<file path="config.mk">
export PLATFORM = sky130hd
export DESIGN_NAME = acc_logic_unit
export DESIGN_NICKNAME = d
export VERILOG_FILES = /design/src/rtl/acc_logic_pkg.sv /design/src/rtl/acc_bool_unit.sv /design/src/rtl/acc_shift_unit.sv /design/src/rtl/acc_logic_ctrl.sv /design/src/rtl/acc_logic_unit.sv
export SDC_FILE = /design/constraint.sdc
export NUM_CORES = 1
export LEC_CHECK = 0
export CAP_MARGIN = 5
export CORE_UTILIZATION = 61
export CTS_CLUSTER_SIZE = 25
export DETAILED_ROUTE_END_ITERATION = 12
export DONT_BUFFER_PORTS = 1
export PLACE_DENSITY_LB_ADDON = 0.12
export SLEW_MARGIN = 40
export SYNTH_ARGS = -nofsm -noshare
export SYNTH_HDL_FRONTEND = slang
export SYNTH_SLANG_ARGS = --single-unit
export TNS_END_PERCENT = 100
</file>
<file path="constraint.sdc">
create_clock -name clk -period 3.5 [get_ports clk]
set_input_delay 0.35 -clock clk [delete_from_list [all_inputs] [get_ports clk]]
set_output_delay 0.35 -clock clk [all_outputs]
set_load 0.01 [all_outputs]
</file>
<file path="src/rtl/acc_logic_pkg.sv">
package acc_logic_pkg;

    typedef enum logic [3:0] {
        OP_ANL  = 4'd0,
        OP_ORL  = 4'd1,
        OP_XRL  = 4'd2,
        OP_CLR  = 4'd3,
        OP_CPL  = 4'd4,
        OP_RL   = 4'd5,
        OP_RR   = 4'd6,
        OP_RLC  = 4'd7,
        OP_RRC  = 4'd8,
        OP_SWAP = 4'd9,
        OP_ANLM = 4'd10,
        OP_ORLM = 4'd11,
        OP_XRLM = 4'd12
    } alu_op_e;

    typedef enum logic [1:0] {
        BF_AND = 2'd0,
        BF_OR  = 2'd1,
        BF_XOR = 2'd2
    } bool_fn_e;

    typedef enum logic [1:0] {
        ST_IDLE     = 2'd0,
        ST_MEM_CALC = 2'd1,
        ST_MEM_WB   = 2'd2
    } ctrl_st_e;

    function automatic logic is_bool_acc(input logic [3:0] op);
        return (op == OP_ANL) || (op == OP_ORL) || (op == OP_XRL);
    endfunction

    function automatic logic is_shift_acc(input logic [3:0] op);
        return (op >= OP_CLR) && (op <= OP_SWAP);
    endfunction

    function automatic logic is_acc_op(input logic [3:0] op);
        return is_bool_acc(op) || is_shift_acc(op);
    endfunction

    function automatic logic is_mem_op(input logic [3:0] op);
        return (op == OP_ANLM) || (op == OP_ORLM) || (op == OP_XRLM);
    endfunction

    function automatic bool_fn_e op_to_fn(input logic [3:0] op);
        bool_fn_e fn;
        case (op)
            OP_ORL, OP_ORLM: fn = BF_OR;
            OP_XRL, OP_XRLM: fn = BF_XOR;
            default:         fn = BF_AND;
        endcase
        return fn;
    endfunction

endpackage

</file>
<file path="src/rtl/acc_bool_unit.sv">
module acc_bool_unit
    import acc_logic_pkg::*;
#(
    parameter int W = 8
) (
    input  logic [W-1:0] a_i,
    input  logic [W-1:0] b_i,
    input  bool_fn_e     fn_i,
    output logic [W-1:0] y_o
);

    for (genvar i = 0; i < W; i++) begin : g_bit
        always_comb begin
            unique case (fn_i)
                BF_OR:   y_o[i] = a_i[i] | b_i[i];
                BF_XOR:  y_o[i] = a_i[i] ^ b_i[i];
                default: y_o[i] = a_i[i] & b_i[i];
            endcase
        end
    end

endmodule

</file>
<file path="src/rtl/acc_shift_unit.sv">
module acc_shift_unit
    import acc_logic_pkg::*;
#(
    parameter int W = 8
) (
    input  logic [W-1:0] a_i,
    input  logic         cy_i,
    input  logic [3:0]   op_i,
    output logic [W-1:0] y_o,
    output logic         cy_o
);

    localparam int HALF = W / 2;

    logic [W-1:0] rot_l, rot_r, swp;

    assign rot_l = {a_i[W-2:0], a_i[W-1]};
    assign rot_r = {a_i[0], a_i[W-1:1]};
    assign swp   = {a_i[HALF-1:0], a_i[W-1:HALF]};

    always_comb begin
        y_o  = a_i;
        cy_o = cy_i;
        case (op_i)
            OP_CLR:  y_o = '0;
            OP_CPL:  y_o = ~a_i;
            OP_RL:   y_o = rot_l;
            OP_RR:   y_o = rot_r;
            OP_RLC: begin
                y_o  = {a_i[W-2:0], cy_i};
                cy_o = a_i[W-1];
            end
            OP_RRC: begin
                y_o  = {cy_i, a_i[W-1:1]};
                cy_o = a_i[0];
            end
            OP_SWAP: y_o = swp;
            default: y_o = a_i;
        endcase
    end

endmodule

</file>
<file path="src/rtl/acc_logic_ctrl.sv">
module acc_logic_ctrl
    import acc_logic_pkg::*;
#(
    parameter int W = 8
) (
    input  logic         clk,
    input  logic         rst_n,
    input  logic         op_valid_i,
    input  logic [3:0]   op_i,
    input  logic [W-1:0] operand_i,
    input  logic [W-1:0] imm_i,
    output logic         ready_o,
    output logic         acc_go_o,
    output logic         mem_go_o,
    output logic         mem_we_o,
    output logic [W-1:0] mem_data_o
);

    ctrl_st_e     st_q, st_d;
    logic [W-1:0] opd_q, imm_q, res_q, res_y;
    bool_fn_e     fn_q;

    assign ready_o  = (st_q != ST_MEM_CALC);
    assign acc_go_o = op_valid_i && ready_o && is_acc_op(op_i);
    assign mem_go_o = op_valid_i && ready_o && is_mem_op(op_i);

    acc_bool_unit #(.W(W)) u_mem_bool (
        .a_i  (opd_q),
        .b_i  (imm_q),
        .fn_i (fn_q),
        .y_o  (res_y)
    );

    // next-state process
    always_comb begin
        st_d = st_q;
        unique case (st_q)
            ST_IDLE:     st_d = mem_go_o ? ST_MEM_CALC : ST_IDLE;
            ST_MEM_CALC: st_d = ST_MEM_WB;
            ST_MEM_WB:   st_d = mem_go_o ? ST_MEM_CALC : ST_IDLE;
            default:     st_d = ST_IDLE;
        endcase
    end

    // state register
    always_ff @(posedge clk or negedge rst_n) begin
        if (!rst_n) st_q <= ST_IDLE;
        else        st_q <= st_d;
    end

    // operand latch and result register
    always_ff @(posedge clk or negedge rst_n) begin
        if (!rst_n) begin
            opd_q <= '0;
            imm_q <= '0;
            fn_q  <= BF_AND;
            res_q <= '0;
        end else begin
            if (mem_go_o) begin
                opd_q <= operand_i;
                imm_q <= imm_i;
                fn_q  <= op_to_fn(op_i);
            end
            if (st_q == ST_MEM_CALC) res_q <= res_y;
        end
    end

    // output process
    always_comb begin
        mem_we_o   = 1'b0;
        mem_data_o = res_q;
        unique case (st_q)
            ST_MEM_WB: mem_we_o = 1'b1;
            default:   mem_we_o = 1'b0;
        endcase
    end

    AST_MEM_WE_SINGLE: assert property (@(posedge clk) disable iff (!rst_n)
        mem_we_o |=> !mem_we_o) else $error("mem strobe longer than one cycle");
    AST_MEM_LATENCY: assert property (@(posedge clk) disable iff (!rst_n)
        mem_we_o |-> $past(mem_go_o, 2)) else $error("mem strobe without accept");
    AST_BUSY_AFTER_MEM: assert property (@(posedge clk) disable iff (!rst_n)
        mem_go_o |=> !ready_o) else $error("ready high after direct accept");

endmodule

</file>
<file path="src/rtl/acc_logic_unit.sv">
module acc_logic_unit
    import acc_logic_pkg::*;
#(
    parameter int W = 8
) (
    input  logic         clk,
    input  logic         rst_n,
    input  logic         op_valid_i,
    input  logic [3:0]   op_i,
    input  logic [W-1:0] operand_i,
    input  logic [W-1:0] imm_i,
    input  logic         ext_acc_we_i,
    input  logic [W-1:0] ext_acc_d_i,
    input  logic         ext_cy_we_i,
    input  logic         ext_cy_d_i,
    output logic         ready_o,
    output logic [W-1:0] acc_o,
    output logic         cy_o,
    output logic         parity_o,
    output logic         mem_we_o,
    output logic [W-1:0] mem_data_o
);

    localparam int HALF = W / 2;

    logic [W-1:0] acc_q, acc_d, bool_y, shift_y;
    logic         cy_q, cy_d, shift_cy, par_q, acc_wr;
    logic         acc_go, mem_go, cy_op;

    acc_logic_ctrl #(.W(W)) u_ctrl (
        .clk        (clk),
        .rst_n      (rst_n),
        .op_valid_i (op_valid_i),
        .op_i       (op_i),
        .operand_i  (operand_i),
        .imm_i      (imm_i),
        .ready_o    (ready_o),
        .acc_go_o   (acc_go),
        .mem_go_o   (mem_go),
        .mem_we_o   (mem_we_o),
        .mem_data_o (mem_data_o)
    );

    acc_bool_unit #(.W(W)) u_acc_bool (
        .a_i  (acc_q),
        .b_i  (operand_i),
        .fn_i (op_to_fn(op_i)),
        .y_o  (bool_y)
    );

    acc_shift_unit #(.W(W)) u_shift (
        .a_i  (acc_q),
        .cy_i (cy_q),
        .op_i (op_i),
        .y_o  (shift_y),
        .cy_o (shift_cy)
    );

    assign cy_op = acc_go && ((op_i == OP_RLC) || (op_i == OP_RRC));

    always_comb begin
        acc_d  = acc_q;
        acc_wr = 1'b0;
        if (acc_go) begin
            acc_wr = 1'b1;
            acc_d  = is_bool_acc(op_i) ? bool_y : shift_y;
        end else if (ext_acc_we_i) begin
            acc_wr = 1'b1;
            acc_d  = ext_acc_d_i;
        end
        cy_d = cy_q;
        if (cy_op)            cy_d = shift_cy;
        else if (ext_cy_we_i) cy_d = ext_cy_d_i;
    end

    always_ff @(posedge clk or negedge rst_n) begin
        if (!rst_n) begin
            acc_q <= '0;
            cy_q  <= 1'b0;
            par_q <= 1'b0;
        end else begin
            cy_q <= cy_d;
            if (acc_wr) begin
                acc_q <= acc_d;
                par_q <= ^acc_d;
            end
        end
    end

    assign acc_o    = acc_q;
    assign cy_o     = cy_q;
    assign parity_o = par_q;

    AST_RLC_CARRY: assert property (@(posedge clk) disable iff (!rst_n)
        (acc_go && op_i == OP_RLC) |=> (cy_q == $past(acc_q[W-1]))) else $error("rlc carry");
    AST_RRC_CARRY: assert property (@(posedge clk) disable iff (!rst_n)
        (acc_go && op_i == OP_RRC) |=> (cy_q == $past(acc_q[0]))) else $error("rrc carry");
    AST_CY_KEEP: assert property (@(posedge clk) disable iff (!rst_n)
        (acc_go && !cy_op && !ext_cy_we_i) |=> $stable(cy_q)) else $error("carry moved");
    AST_SWAP_HALVES: assert property (@(posedge clk) disable iff (!rst_n)
        (acc_go && op_i == OP_SWAP) |=>
        (acc_q == {$past(acc_q[HALF-1:0]), $past(acc_q[W-1:HALF])})) else $error("swap");
    AST_PARITY_MATCH: assert property (@(posedge clk) disable iff (!rst_n)
        parity_o == ^acc_q) else $error("parity mismatch");
    AST_MEM_KEEPS_ACC: assert property (@(posedge clk) disable iff (!rst_n)
        (mem_go && !ext_acc_we_i) |=> $stable(acc_q)) else $error("acc touched by direct op");

endmodule

</file>
==> impl_metrics.yaml, run 1 <==
finish:
  final-seq-area_um2: 951
  antennaDiodeCount: 0
  drive_gt1_share_pct: 8.15
  fillerInstances: 413
  multi_input_area_um2: 1840
  syn2layout_area_growth_pct: 4.07
  nNetsFinal: 426
global_routing:
  grtUsageTotal_pct: 27.2
  antenna_found_initial: 0
  grt_overflow: 0
  grt_max_degree: 39
  grt_pass1_vias: 2338
  grt_pass1_wl_mm: 11.1
clock_tree:
  ctsResizeCount: 0
  post_cts_buffers: 0
  cts_hold_buf: 2
  path_clk_slew_ns: 0.08
  cts-root-buf: "clkbuf_8"
  cts_sinks: 38
  insertion_delay_ns: 0.30
  clockBufferDepth: 2
  cts_buffers: 5
  cts_tree: "built"
  htreeDepth: 2
timing:
  period_needed_ns: 2.98
  fin_setup_tns_ns: 0
  final.setup.worst_slack_ns: 0.516
  slew_viol_final: 0
  hold_viol: 0
  fin_skew_ns: 0.0101
  rsz0062_at_grt: "no"
  max_freq_mhz: 335
  post-route-period-util_pct: 85.3
  finalSetupViolations: 0
  relSlewSlack_pct: 53.2
  worstMarginPinSlew_ns: 0.692
floorplan:
  chipWidth_um: 73.0
  initial_core_util_pct: 64.3
  die-area_um2: 5330
  die_y_um: 73.0
  io_pins: 54
  core_um2: 4790
  rows: 25
logic_synthesis:
  synth_top_area_share_pct: 30.9
  ys_ff_latch: 38
  synthTopCellsByArea: "dfrtp_1 (31%), ha_1 (15%), o21ai_0 (5.7%)"
  synthArstFlopShare_pct: 100
  yosysWarnings: 0
  postSynthCellCount: 366
  ys_seq_area_share_pct: 30.9
  synth_nets: 437
  synth_edf_count: 0
  synth_area_leader_cell: "dfrtp_1"
  synthFlopType: "dfrtp_1"
  syn_area_per_cell_um2: 8.40
  synthDistinctLibCells: 54
  netlist_area_um2: 3080
place:
  gp_congestion: 0.901
  place_ws_ns: 0.214
  hpwlAfterDp_mm: 5.21
  port_buffers: 0
setup_path:
  cp_data_required_time_ns: 3.73
  slowest_stage: "ha_1"
  crit_fanout: 23
  r2r_end: "parity_o"
  path_buf_inv: 2
  reg2reg_depth: 10
  rrSetupSlack_ns: 0.74
  critPathLaunchType: "input pin"
  path_class: "in -> reg"
  cpLargestDelayFamily: "compound AO/OA/AOI/OAI gates"
  worstPathCellList: "nor3b_1 -> o21ai_0 -> inv_1 -> ha_1 -> inv_1 -> a31o_2 -> o2111ai_1 -> o21ai_0 -> o221ai_2 -> xnor3_1 -> xnor3_1 -> o21ai_1"
  crit_arrival_ns: 3.22
  end_kind: "flop"
  crit-reg2reg-launch: "acc_o[1]"
  max_stage_delay_ns: 0.53
min_path:
  worstHoldPathCells: 1
  hp-class: "in -> reg"
  min_to: "u_ctrl.imm_q[7]"
  worstHoldStart: "imm_i[7]"
detailed_routing:
  antenna_left: 0
  avgViaCountPerCell: 5.88
  postRouteWirelength_mm: 6.94
  drt_iter0_markers: 91
  via_count: 2487
  dr.pass1.iters: 4
  route.detailed.drc: 0
  wl_per_cell_um: 16.4
power_and_ir_drop:
  total_leakage_power_uw: 0.00148
  max-vdd-ir-drop_mv: 0.247
  power_uw: 1360
  power.density_nw_per_um2: 425
status:
  status: "finished clean"
run:
  max_cap_viol_count: 0
==> stage by stage <==
step | instance area, um^2 | hold WS, ns | utilization, % | std cells
3_3_place_gp | 3080 | 0.0553 | 64.3 | 413
3_5_place_dp | 3080 | 0.0552 | 64.3 | 413
4_1_cts | 3200 | 0.196 | 66.9 | 423
2_1_floorplan | 3080 | 0.0544 | - | 366
6_report | 3200 | 0.204 | 66.9 | 423
5_1_grt | 3200 | 0.188 | 66.9 | 423
==> Yosys cell counts (3+ instances only) <==
master and number:
nand2_1 42, nor2_1 11, ha_1 37, dfrtp_1 38
clkbuf_1 17, nand2b_1 13, nor3_1 5, inv_1 45
o31ai_1 4, a21oi_1 25, a221oi_1 4, mux2i_1 7
mux2_2 9, a22oi_1 7, a31oi_1 3, a2111oi_0 3
o21ai_0 35, nor2b_1 6, nand3_1 5
==> cells by family after synthesis <==
logic type / after synthesis / share of synthesized area [%]
adder cells (fa/ha/maj): 37 / 15.1
AND/OR/NAND/NOR: 97 / 15.6
XOR/XNOR: 3 / 1.75
flip-flops: 38 / 30.9
AO/OA/AOI/OAI: 105 / 21.7
buffers and inverters: 70 / 9.36
multiplexers: 16 / 5.57
==> worst max-delay path by stage <==
stage,start,to,slack [ns],depth (start not counted)
6_report,op_i[1],parity_o,0.52,12
5_1_grt,op_i[1],parity_o,0.23,12
4_1_cts,op_i[1],parity_o,0.53,12
3_5_place_dp,op_i[1],parity_o,0.21,12
3_3_place_gp,op_i[1],parity_o,0.38,12
2_1_floorplan,op_i[0],parity_o,0.04,12
==> report_power, final <==
group	internal, uW	switching [uW]	total (uW)
logic	192	205	396
clock network	158	162	320
registers	528	115	643
==> layout by cell type, fill, tap and decap left out, types with 5 or more instances in the layout <==
| cell | count |
|---|---|
| nand2b_1 | 13 |
| nor2b_1 | 6 |
| nand2_1 | 42 |
| mux2i_1 | 7 |
| a22oi_1 | 7 |
| ha_1 | 37 |
| clkbuf_8 | 6 |
| nor2_1 | 11 |
| o21ai_0 | 35 |
| nor3_1 | 5 |
| mux2_2 | 9 |
| dfrtp_1 | 38 |
| nand3_1 | 5 |
| inv_1 | 45 |
| a21oi_1 | 25 |
==> layer usage <==
layer	GRT usage [%]	vias up	share of wire, %
met5	0	-	0
met4	7.41	0	0.81
li1	-	1236	-
met3	4.01	5	5.1
met1	35.3	1165	44
met2	47.0	81	50
==> final cells by class <==
cell class	count	area share [%]
clock buffers	6	2.58
clock inverters	2	0.391
inverters	46	5.39
multi-input cells	258	57.4
flip-flops and latches	38	29.7
well taps	67	2.62
repair buffers	6	1.88
==> state kept, by name, summed over array words and instances, names as in the netlist <==
signal             cells
acc_o                  8
u_ctrl.imm_q           8
u_ctrl.mem_data_o      8
u_ctrl.opd_q           8
u_ctrl.fn_q            2
u_ctrl.st_q            2
cy_o                   1
parity_o               1
(Power assumes the default switching activity.)
==> run 2: changes to the inputs <==
==> constraint.sdc (replaced) <==
create_clock -name clk -period 3.83 [get_ports clk]
set_input_delay 0.383 -clock clk [delete_from_list [all_inputs] [get_ports clk]]
set_output_delay 0.383 -clock clk [all_outputs]
set_load 0.01 [all_outputs]
==> run 2 against run 1 <==
Global-route usage increased by 0.99 points. Cell area up 2.1%. Critical path depth unchanged. Via count up 2.1%. Wire length increased by 0.84%. Sequential cell count unchanged. Sequential share of layout area decreased by 0.61 points. Critical path type unchanged. Register-to-register slack improved by 0.08 ns. Critical endpoint unchanged.
==> impl_metrics.yaml, run 2 (synthesis gave the netlist of run 1 again) <==
place:
  port_buffers: 0
  gp_congestion: 0.876
  dp_cells: 415
  hpwlAfterDp_mm: 5.34
timing:
  fin_setup_tns_ns: 0
  finalSetupViolations: 0
  fin_skew_ns: 0.00213
  slew_viol_final: 0
  rsz0062_at_grt: "no"
  worstMarginPinSlew_ns: 0.809
  hold_viol: 0
  post-route-period-util_pct: 80.2
  period_needed_ns: 3.07
  max_freq_mhz: 326
  relSlewSlack_pct: 45.3
clock_tree:
  clockBufferDepth: 2
  insertion_delay_ns: 0.29
  cts_tree: "built"
  htreeDepth: 2
  cts_buffers: 5
  cts-root-buf: "clkbuf_8"
  cts_sinks: 38
  path_clk_slew_ns: 0.08
setup_path:
  reg2reg_depth: 11
  crit-reg2reg-launch: "u_ctrl.st_q[0]"
  crit_arrival_ns: 3.29
  rrSetupSlack_ns: 0.82
  cp_data_required_time_ns: 4.05
  r2r_end: "parity_o"
  critPathLaunchType: "input pin"
  path_class: "in -> reg"
  startpoint: "op_i[1]"
  end_kind: "flop"
  crit_fanout: 23
detailed_routing:
  avgViaCountPerCell: 5.97
  dr.pass1.iters: 5
  postRouteWirelength_mm: 7.00
  antenna_left: 0
  drt_iter0_markers: 156
  via_count: 2539
  wl_per_cell_um: 16.5
  route.detailed.drc: 0
min_path:
  worstHoldPathCells: 1
  hp-class: "in -> reg"
  min_to: "u_ctrl.imm_q[7]"
  worstHoldStart: "imm_i[7]"
floorplan:
  chipWidth_um: 73.0
  core_um2: 4790
  die-area_um2: 5330
  die_y_um: 73.0
  rows: 25
  initial_core_util_pct: 64.3
  io_pins: 54
global_routing:
  grt_pass1_wl_mm: 11.5
  grt_pass1_vias: 2416
  grtUsageTotal_pct: 28.2
  grt_overflow: 0
  grt_max_degree: 39
  antenna_found_initial: 0
finish:
  instances_no_fill: 425
  layout_common_cells: "inv_1 (45), nand2_1 (42), dfrtp_1 (38), ha_1 (37), o21ai_0 (35)"
  antennaDiodeCount: 0
  final_common_cell: "inv_1"
  fillerInstances: 424
  drive_gt1_share_pct: 8.94
  syn2layout_area_growth_pct: 6.27
  nNetsFinal: 428
power_and_ir_drop:
  total_leakage_power_uw: 0.00152
  max-vdd-ir-drop_mv: 0.228
  power.density_nw_per_um2: 420
  power_uw: 1370
run:
  max_cap_viol_count: 0
status:
  status: "finished clean"
run 2: timing repair:
item	in CTS	in global routing
setup endpoints to repair	0	0
endpoints found under the hold margin	38	0
hold buffers	2	0
buffers inserted	0	0
gates resized for setup	0	0
run 2: how the worst max path moves through the flow:
stage / slack, ns / depth (start not counted) / to
5_1_grt: 0.47 / 12 / parity_o
4_1_cts: 0.77 / 12 / parity_o
6_report: 0.76 / 12 / parity_o
3_3_place_gp: 0.66 / 12 / parity_o
2_1_floorplan: 0.29 / 14 / parity_o
3_5_place_dp: 0.47 / 12 / parity_o
run 2: routing by layer:
layer / routed length [um] / GRT usage (%)
met1: 2980 / 34.5
met2: 3410 / 48.1
met3: 442 / 6.35
met4: 171 / 10.5
met5: 0 / 0
run 2: stage by stage:
step	util (%)	setup slack (ns)	hold WS, ns	instance area [um^2]
final	68.3	0.759	0.237	3270
after global routing	68.3	0.471	0.222	3270
after CTS	68.2	0.772	0.235	3260
after detailed placement	64.5	0.472	0.0885	3090
after global placement	64.2	0.662	0.0881	3070
after floorplan	-	0.286	0.0874	3080
run 2: area by class of cell:
class / count / area (um^2) / area share, %
clock buffer: 6 / 82.6 / 2.53
clock inverter: 2 / 60.1 / 1.84
multi-input combinational: 258 / 1840 / 56.4
timing repair buffer: 8 / 75.1 / 2.30
tap: 67 / 83.8 / 2.57
sequential: 38 / 951 / 29.1
inverter: 46 / 173 / 5.28
run 2: critical path: stages:
cell and delay [ns]:
nor3b_1 0.12, o21ai_0 0.40, inv_1 0.10, ha_1 0.54, inv_1 0.15, a31o_2 0.23
o2111ai_1 0.28, o21ai_0 0.18, o221ai_2 0.20, xnor3_1 0.24, xnor3_1 0.35, o21ai_1 0.12
run 2: where the power goes:
| part | switching, uW | internal (uW) | total, uW |
|---|---|---|---|
| sequential | 107 | 483 | 590 |
| combinational | 186 | 174 | 360 |
| clock | 146 | 278 | 424 |
==> run 3: changes to the inputs <==
==> constraint.sdc (replaced) <==
create_clock -name clk -period 2.85 [get_ports clk]
set_input_delay 0.285 -clock clk [delete_from_list [all_inputs] [get_ports clk]]
set_output_delay 0.285 -clock clk [all_outputs]
set_load 0.01 [all_outputs]
==> run 3 against run 2 <==
First-iteration DRC count rose by 11%. Utilization rose by 0.42 points. Global-route usage rose by 1.6 points. Worst hold slack got worse by 0.11 ns. Die area did not move. Clock power fell by 6.6%. Combinational power rose by 47%. Setup slack got worse by 0.47 ns. Critical path type is now reg -> reg. Critical endpoint unchanged. Highest routed layer unchanged.
==> impl_metrics.yaml, run 3 (synthesis gave the netlist of run 1 again) <==
timing:
  max_freq_mhz: 390
  period_needed_ns: 2.56
  worstMarginPinSlew_ns: 0.628
  finalSetupViolations: 0
  fin_skew_ns: 0.00506
  relSlewSlack_pct: 58.0
  fin_setup_tns_ns: 0
  slew_viol_final: 0
  hold_viol: 0
  rsz0062_at_grt: "no"
  post-route-period-util_pct: 90.0
  final.setup.worst_slack_ns: 0.286
global_routing:
  grt_pass1_wl_mm: 11.8
  grtUsageTotal_pct: 29.7
  grt_overflow: 0
  antenna_found_initial: 0
  grt_pass1_vias: 2460
  grt_max_degree: 39
setup_path:
  crit-reg2reg-launch: "u_ctrl.st_q[0]"
  crit_top_cell: "xnor3_1"
  crit_fanout: 10
  startpoint: "u_ctrl.st_q[0]"
  worstPathCellList: "nand2b_1 -> inv_2 -> or3_1 -> a221o_1 -> a2111o_1 -> o221ai_2 -> xnor3_1 -> xnor3_1 -> o21ai_1"
  path_buf_inv: 1
  max_stage_delay_ns: 0.51
  critPathLaunchType: "flop"
  crit_cells: 9
  endpoint: "parity_o"
  rrSetupSlack_ns: 0.29
  r2r_end: "parity_o"
  slowest_stage: "or3_1"
  path_class: "reg -> reg"
  end_kind: "flop"
  crit_arrival_ns: 2.75
  cpLargestDelayFamily: "compound AO/OA/AOI/OAI gates"
  cp_data_required_time_ns: 3.04
  reg2reg_depth: 9
detailed_routing:
  antenna_left: 0
  avgViaCountPerCell: 6.01
  postRouteWirelength_mm: 7.39
  drt_iter0_markers: 173
  route.detailed.drc: 0
  dr.pass1.iters: 5
  via_count: 2574
  wl_per_cell_um: 17.3
floorplan:
  die-area_um2: 5330
  initial_core_util_pct: 64.3
  core_um2: 4790
  rows: 25
  io_pins: 54
  die_y_um: 73.0
  chipWidth_um: 73.0
place:
  gp_congestion: 0.936
  hpwlAfterDp_mm: 5.52
  place_ws_ns: 0.119
  port_buffers: 0
power_and_ir_drop:
  pwr-share-seq_pct: 45.6
  total_leakage_power_uw: 0.00152
  p_int_uw: 1090
  max-vdd-ir-drop_mv: 0.293
  combPwrFrac_pct: 31.1
  power.density_nw_per_um2: 517
  clkPwrFrac_pct: 23.3
  p_sw_share_pct: 36.0
  switchingPower_uw: 612
finish:
  syn2layout_area_growth_pct: 6.92
  nNetsFinal: 431
  final_common_cell: "inv_1"
  antennaDiodeCount: 0
  drive_gt1_share_pct: 11.4
  layout_common_cells: "inv_1 (45), nand2_1 (42), dfrtp_1 (38), ha_1 (35), o21ai_0 (32)"
  fillerInstances: 406
clock_tree:
  post_cts_buffers: 0
  cts-root-buf: "clkbuf_8"
  cts_buffers: 5
  cts_sinks: 38
  path_clk_slew_ns: 0.08
  htreeDepth: 2
  cts_tree: "built"
  insertion_delay_ns: 0.30
  clockBufferDepth: 2
run:
  max_cap_viol_count: 0
status:
  status: "finished clean"
min_path:
  hp-class: "in -> reg"
## run 3: worst reg2reg max path, cell delays in order, from the launching register on
cell and delay (ns):
dfrtp_1 0.40, nand2b_1 0.11, inv_2 0.07, or3_1 0.51, a221o_1 0.35, a2111o_1 0.40, o221ai_2 0.08, xnor3_1 0.27
xnor3_1 0.21, o21ai_1 0.06
## run 3: metrics by stage
stage / power (uW) / instances / hold slack, ns / cell area [um^2] / utilization, %
3_3_place_gp: 1270 / 418 / -0.00992 / 3160 / 66.1
5_1_grt: 1830 / 428 / 0.118 / 3290 / 68.7
3_5_place_dp: 1300 / 418 / -0.00978 / 3160 / 66.1
2_1_floorplan: 1180 / 366 / -0.0106 / 3210 / -
6_report: 1700 / 428 / 0.130 / 3290 / 68.7
4_1_cts: 1710 / 428 / 0.126 / 3290 / 68.7
## run 3: how the worst min path moves through the flow
stage | startpoint | endpoint | slack (ns) | cells after the start
CTS | imm_i[4] | u_ctrl.imm_q[4] | 0.13 | 1
finish | imm_i[4] | u_ctrl.imm_q[4] | 0.13 | 1
floorplan | rst_n | acc_o[0] | -0.01 | 0
global placement | rst_n | u_ctrl.imm_q[0] | -0.01 | 0
detailed placement | rst_n | u_ctrl.imm_q[0] | -0.01 | 0
global route | imm_i[6] | u_ctrl.imm_q[6] | 0.12 | 1
## run 3: area by class of cell
| type | count | area [um^2] | share of cell area [%] |
|---|---|---|---|
| Clock inverter | 2 | 12.5 | 0.381 |
| Multi-Input combinational cell | 258 | 1890 | 57.4 |
| Timing Repair Buffer | 11 | 97.6 | 2.97 |
| Sequential cell | 38 | 951 | 28.9 |
| Clock buffer | 6 | 82.6 | 2.51 |
| Inverter | 46 | 173 | 5.25 |
| Tap cell | 67 | 83.8 | 2.55 |
## run 3: power by group through the flow
stage / Sequential [uW] / Combinational (uW) / Clock [uW]
2_1_floorplan: 762 / 416 / 0
3_3_place_gp: 782 / 491 / 0
3_5_place_dp: 786 / 511 / 0
4_1_cts: 776 / 529 / 405
5_1_grt: 793 / 604 / 431
6_report: 775 / 528 / 396
## run 3: what timing repair did
action | in CTS | in global routing
gates resized for setup | 0 | 0
hold buffers | 2 | 0
endpoints found under the hold margin | 38 | 0
## run 3: metal layers
metal  up-vias  global-route usage (%)  part of all wire [%]
met5         -                       0                     0
met4         0                    13.3                   3.0
met3        18                    5.94                   6.9
met2       102                    50.4                    49
met1      1202                    36.4                    41
li1       1252                       -                     -
